===== src/rtl/dma_evt_stat_pkg.sv =====
package dma_evt_stat_pkg;
  localparam int unsigned WORD_W  = 32;
  localparam int unsigned HALF_W  = WORD_W / 2;
  localparam int unsigned N_CHAN  = 10;
  localparam int unsigned BERR_POS = 15;
  localparam int unsigned ADDR_W  = 8;

  // Set has priority: keep old, drop cleared, then add set
  function automatic logic [HALF_W-1:0] next_flags(
    input logic [HALF_W-1:0] cur,
    input logic [HALF_W-1:0] clr,
    input logic [HALF_W-1:0] set);
    return (cur & ~clr) | set;
  endfunction

  function automatic logic [HALF_W-1:0] next_mask(
    input logic [HALF_W-1:0] cur,
    input logic [HALF_W-1:0] flip);
    return cur ^ flip;
  endfunction

  function automatic logic any_pending(
    input logic [HALF_W-1:0] flags,
    input logic [HALF_W-1:0] mask);
    return |(flags & mask);
  endfunction
endpackage


===== src/rtl/dma_evt_stat_dec.sv =====
module dma_evt_stat_dec #(
  parameter int unsigned ADDR_W     = 8,
  parameter logic [ADDR_W-1:0] STAT_ADDR  = 8'h10,
  parameter logic [ADDR_W-1:0] ALIAS_ADDR = 8'hF0
) (
  input  logic              wr_en_i,
  input  logic [ADDR_W-1:0] wr_addr_i,
  output logic              hit_o
);
  always_comb begin
    hit_o = wr_en_i && ((wr_addr_i == STAT_ADDR) || (wr_addr_i == ALIAS_ADDR));
  end
endmodule


===== src/rtl/dma_evt_stat_flags.sv =====
module dma_evt_stat_flags
  import dma_evt_stat_pkg::*;
#(
  parameter int unsigned NCH  = N_CHAN,
  parameter int unsigned BPOS = BERR_POS
) (
  input  logic              clk,
  input  logic              rst_n,
  input  logic [NCH-1:0]    chan_done_i,
  input  logic              bus_err_i,
  input  logic              hit_i,
  input  logic [HALF_W-1:0] clr_data_i,
  output logic [HALF_W-1:0] flags_o,
  output logic [HALF_W-1:0] set_vec_o,
  output logic [HALF_W-1:0] clr_vec_o
);
  always_comb begin
    set_vec_o = '0;
    for (int i = 0; i < HALF_W; i++) begin
      if (i < NCH) set_vec_o[i] = chan_done_i[i];
    end
    set_vec_o[BPOS] = bus_err_i;
    clr_vec_o = hit_i ? clr_data_i : '0;
  end

  always_ff @(posedge clk or negedge rst_n) begin
    if (!rst_n) flags_o <= '0;
    else        flags_o <= next_flags(flags_o, clr_vec_o, set_vec_o);
  end
endmodule


===== src/rtl/dma_evt_stat_mask.sv =====
module dma_evt_stat_mask
  import dma_evt_stat_pkg::*;
(
  input  logic              clk,
  input  logic              rst_n,
  input  logic              hit_i,
  input  logic [HALF_W-1:0] flip_data_i,
  output logic [HALF_W-1:0] mask_o
);
  logic [HALF_W-1:0] flip;
  assign flip = hit_i ? flip_data_i : '0;

  always_ff @(posedge clk or negedge rst_n) begin
    if (!rst_n) mask_o <= '0;
    else        mask_o <= next_mask(mask_o, flip);
  end
endmodule


===== src/rtl/dma_evt_stat.sv =====
module dma_evt_stat
  import dma_evt_stat_pkg::*;
#(
  parameter int unsigned NCH = N_CHAN,
  parameter int unsigned AW  = ADDR_W,
  parameter logic [AW-1:0] STAT_ADDR  = 8'h10,
  parameter logic [AW-1:0] ALIAS_ADDR = 8'hF0
) (
  input  logic              clk,
  input  logic              rst_n,
  input  logic [NCH-1:0]    chan_done_i,
  input  logic              bus_err_i,
  input  logic              wr_en_i,
  input  logic [AW-1:0]     wr_addr_i,
  input  logic [WORD_W-1:0] wr_data_i,
  output logic [WORD_W-1:0] rd_data_o,
  output logic              irq_o
);
  logic              wr_hit;
  logic [HALF_W-1:0] flags, mask, set_vec, clr_vec;

  dma_evt_stat_dec #(.ADDR_W(AW), .STAT_ADDR(STAT_ADDR), .ALIAS_ADDR(ALIAS_ADDR)) u_dec (
    .wr_en_i(wr_en_i), .wr_addr_i(wr_addr_i), .hit_o(wr_hit));

  dma_evt_stat_flags #(.NCH(NCH), .BPOS(BERR_POS)) u_flags (
    .clk(clk), .rst_n(rst_n), .chan_done_i(chan_done_i), .bus_err_i(bus_err_i),
    .hit_i(wr_hit), .clr_data_i(wr_data_i[HALF_W-1:0]),
    .flags_o(flags), .set_vec_o(set_vec), .clr_vec_o(clr_vec));

  dma_evt_stat_mask u_mask (
    .clk(clk), .rst_n(rst_n), .hit_i(wr_hit),
    .flip_data_i(wr_data_i[WORD_W-1:HALF_W]), .mask_o(mask));

  assign rd_data_o = {mask, flags};

  always_ff @(posedge clk or negedge rst_n) begin
    if (!rst_n) irq_o <= 1'b0;
    else        irq_o <= any_pending(flags, mask);
  end
endmodule


===== config.mk =====
export PLATFORM = sky130hd
export DESIGN_NAME = dma_evt_stat
export DESIGN_NICKNAME = d
export VERILOG_FILES = /design/src/rtl/dma_evt_stat_pkg.sv /design/src/rtl/dma_evt_stat_dec.sv /design/src/rtl/dma_evt_stat_flags.sv /design/src/rtl/dma_evt_stat_mask.sv /design/src/rtl/dma_evt_stat.sv
export SDC_FILE = /design/constraint.sdc
export NUM_CORES = 1
export LEC_CHECK = 0
export BUFFER_PORTS_ARGS = -buffer_cell sky130_fd_sc_hd__buf_4
export CORE_MARGIN = 5
export CORE_UTILIZATION = 44
export DETAILED_ROUTE_END_ITERATION = 12
export PLACE_DENSITY = 0.79
export SYNTH_ARGS = -nofsm -noshare
export SYNTH_HDL_FRONTEND = slang
export SYNTH_HIERARCHICAL = 1
export SYNTH_SLANG_ARGS = --single-unit

===== constraint.sdc =====
create_clock -name clk -period 1.28 [get_ports clk]
set_input_delay 0.064 -clock clk [delete_from_list [all_inputs] [get_ports clk]]
set_output_delay 0.064 -clock clk [all_outputs]
set_load 0.02 [all_outputs]

==> summary.md <==
| Metric | Value |
|---|---|
| Sw Ratio | 0.2494 |
| Vias in the first global route | 1503 |
| Final worst-path cycle share | 0.9638 |
| TritonCTS clock tree | done |
| Post-Route Skew | 0.003632 ns |
| Congestion Overflow GR | 0 |
| Internal power | 1895 µW |
| Storage cell area | around 830 µm² |
| Met2 wire length | ~2400 µm |
| Reg power frac | 0.459 |
| Detailed placement HPWL | ~3000 µm |
| Post-Route WL | between 4000 and 5000 µm |
| Slew @ Worst Pin | 0.4075 ns |
| Syn_nets | 167 |
| Highest metal used | met4 |
| Pre-CTS setup slack | -0.2816 ns |
| Clk slew on worst S/H paths | 0.10 ns |
| Fin crit period | 1.234 ns |
| Postcts setup bufs | 0 |
| Initial antenna violation count | 0 |
| Fmax | 0.8106 GHz |
| CP startpoint | wr_addr_i[5] |
| Worst-Skew Late Latency | 0.34 ns |
| CTS Sinks | 33 |
| Syn Area/Cell | 12.58 µm² |
| Routed WL per cell | 15.50 µm |
| Worst R2R End | irq_o$_DFF_PN0_ |
| Leak | 0.001196 µW |
| Root buffer cell | clkbuf_4 |
| Placed cell areas | 0.002125 mm² |
| R2R Setup Slk | 0.15 ns |
| Fin worst setup slack | about 0.046 ns |
| Die Y | roughly 67 µm |
| First-pass GRT wire length | 7100 µm |
| Slew Viols, Final | 0 |
| Mapped Area | 0.001421 mm² |
| Htree depth | 2 |
| Max VDD drop | 0.6632 mV |
| # DRC | 0 |
| Synthesized instance count | 113 |
| Drt initial violations | ~50 |
| Die W | 66.84 µm |
| Crit path largest cell delay | 0.38 ns |
| Num ports | 87 |
| Met3 WL post-DR | 287 µm |
| Clock share of power | 0.326 |
| R2r startpoint | u_flags/flags_o[2]$_DFF_PN0_ |
| Final Hold Vio Count | 0 |
| Hold Path Class | in -> reg |
| Final antenna diode count | 0 |
| Required @ worst endpoint | 1.52 ns |
| Die ar. | 0.004467 mm² |
| Final #Nets | about 300 |
| Layout cells sized above 1 | 0.4797 |
| Critical path launch point type | primary input |
| Crit path max fanout | 16 |
| Vias after detailed routing | 1377 |
| Initial Utilization | 0.4618 |
| Via/cell ratio | ~4.7 |
| Crit-path slowest cell | or3_4 |
| Slew HR | 0.7283 |
| Routed Antenna Nets | 0 |
| Fill cells | 176 |
| CP Cell Sequence | buf_4, or3_4, a2111oi_4, buf_4, nand2_1, a21o_1 |
| Num rows | 20 |
| Crit path DAT | 1.47 ns |
| Final setup fails | 0 |
| Clock Tree Buf Depth | 2 |
| Status | completed |
| Sw power | 629.8 µW |
| Core Area | 0.003078 mm² |
| RD Place Congestion | ~0.76 |
| Worst setup EP type | flip-flop |
| CP Class | in -> reg |
| Worst reg-to-reg path cell count | 3 |
| Largest net degree at the start of global routing | 34 |
| Yosys warnings | 6 |
| Max Cap Viol | 0 |
| RSZ-0062 raised after global routing | no |
| Layout area overhead | 83.89% |
| M1 wire length | 1624 µm |
| WHS | around 0.019 ns |
| CTS buffer count | 5 |
| IO Port Bufs | 86 |
| Worst path most repeated cell | buf_4 |
| Final Instance Area | 0.002614 mm² |
| Crit path to | u_flags/flags_o[2]$_DFF_PN0_ |
| Multi-input gate area | 583.1 µm² |
| Comb pwr share | 0.215 |
| Pwr Density | slightly below 1000 mW/mm² |
| Gr usage total | 0.2210 |
| Drt pass-1 iters | 4 |
-- sequential cells by signal, indices dropped and copies added, names as in the netlist --
| signal | count |
|---|---|
| irq_o | 1 |
| u_flags/flags_o | 16 |
| u_mask/mask_o | 16 |
-- timing repair --
item / 4_1_cts / 5_1_grt
endpoints found under the setup margin: 0 / 1
hold buffers: 38 / 2
hold endpoints to repair: 64 / 2
gates resized for setup: 0 / 1
-- worst min path at each step --
stage	startpoint	end	slack (ns)	cells past startpoint
after floorplan	rst_n	irq_o$_DFF_PN0_	-0.23	0
final	wr_data_i[15]	u_flags/flags_o[15]$_DFF_PN0_	0.02	3
after global placement	rst_n	u_flags/flags_o[12]$_DFF_PN0_	0.02	1
after global routing	wr_data_i[15]	u_flags/flags_o[15]$_DFF_PN0_	0.009	3
after detailed placement	rst_n	u_flags/flags_o[12]$_DFF_PN0_	0.03	1
after CTS	wr_data_i[12]	u_flags/flags_o[12]$_DFF_PN0_	0.002	3
-- metrics by stage --
stage          std cells  setup TNS, ns  utilization  total power, µW
5_1_grt              290              0       0.8492             2629
3_3_place_gp         242         -6.883       0.6902             1610
6_report             290              0       0.8492             2525
3_5_place_dp         242         -7.691       0.6902             1619
2_1_floorplan        113         -3.437            -             1345
4_1_cts              288              0       0.8415             2531
-- area by class of cell --
class	count	area share
clock buffers	7	0.02106
clock inverters	1	0.01149
multi-input cells	77	0.2231
flip-flops and latches	33	0.3159
well taps	44	0.02106
repair buffers	128	0.4074
-- critical path, delay by kind of cell --
kind            cells  cell delay [ns]
compound gates      2             0.51
buf+inv             2             0.42
simple gates        2             0.47
-- placed cells by master, fill, tap and decap left out, types with 5 or more instances in the layout --
cell / n
buf_4: 87
dlygate4sd3_1: 40
dfrtp_1: 33
nand2_1: 16
xnor2_1: 16
a21o_1: 10
nand2_2: 10
clkbuf_4: 5
and2_2: 5
nor2b_1: 5
-- metal layers --
layer | up-vias | GRT usage
met5 | - | 0
met4 | 0 | 0.1142
met3 | 17 | 0.05396
met2 | 61 | 0.3948
met1 | 648 | 0.2389
li1 | 651 | -
-- power by group through the flow --
| stage | clock network [µW] | logic (µW) | registers, µW |
|---|---|---|---|
| detailed placement | 0 | 441 | 1180 |
| CTS | 836 | 537 | 1160 |
| finish | 822 | 543 | 1160 |
| global placement | 0 | 435 | 1180 |
| global route | 879 | 580 | 1170 |
| floorplan | 0 | 97.3 | 1250 |
Note: power is estimated with default switching activity, not from simulation.
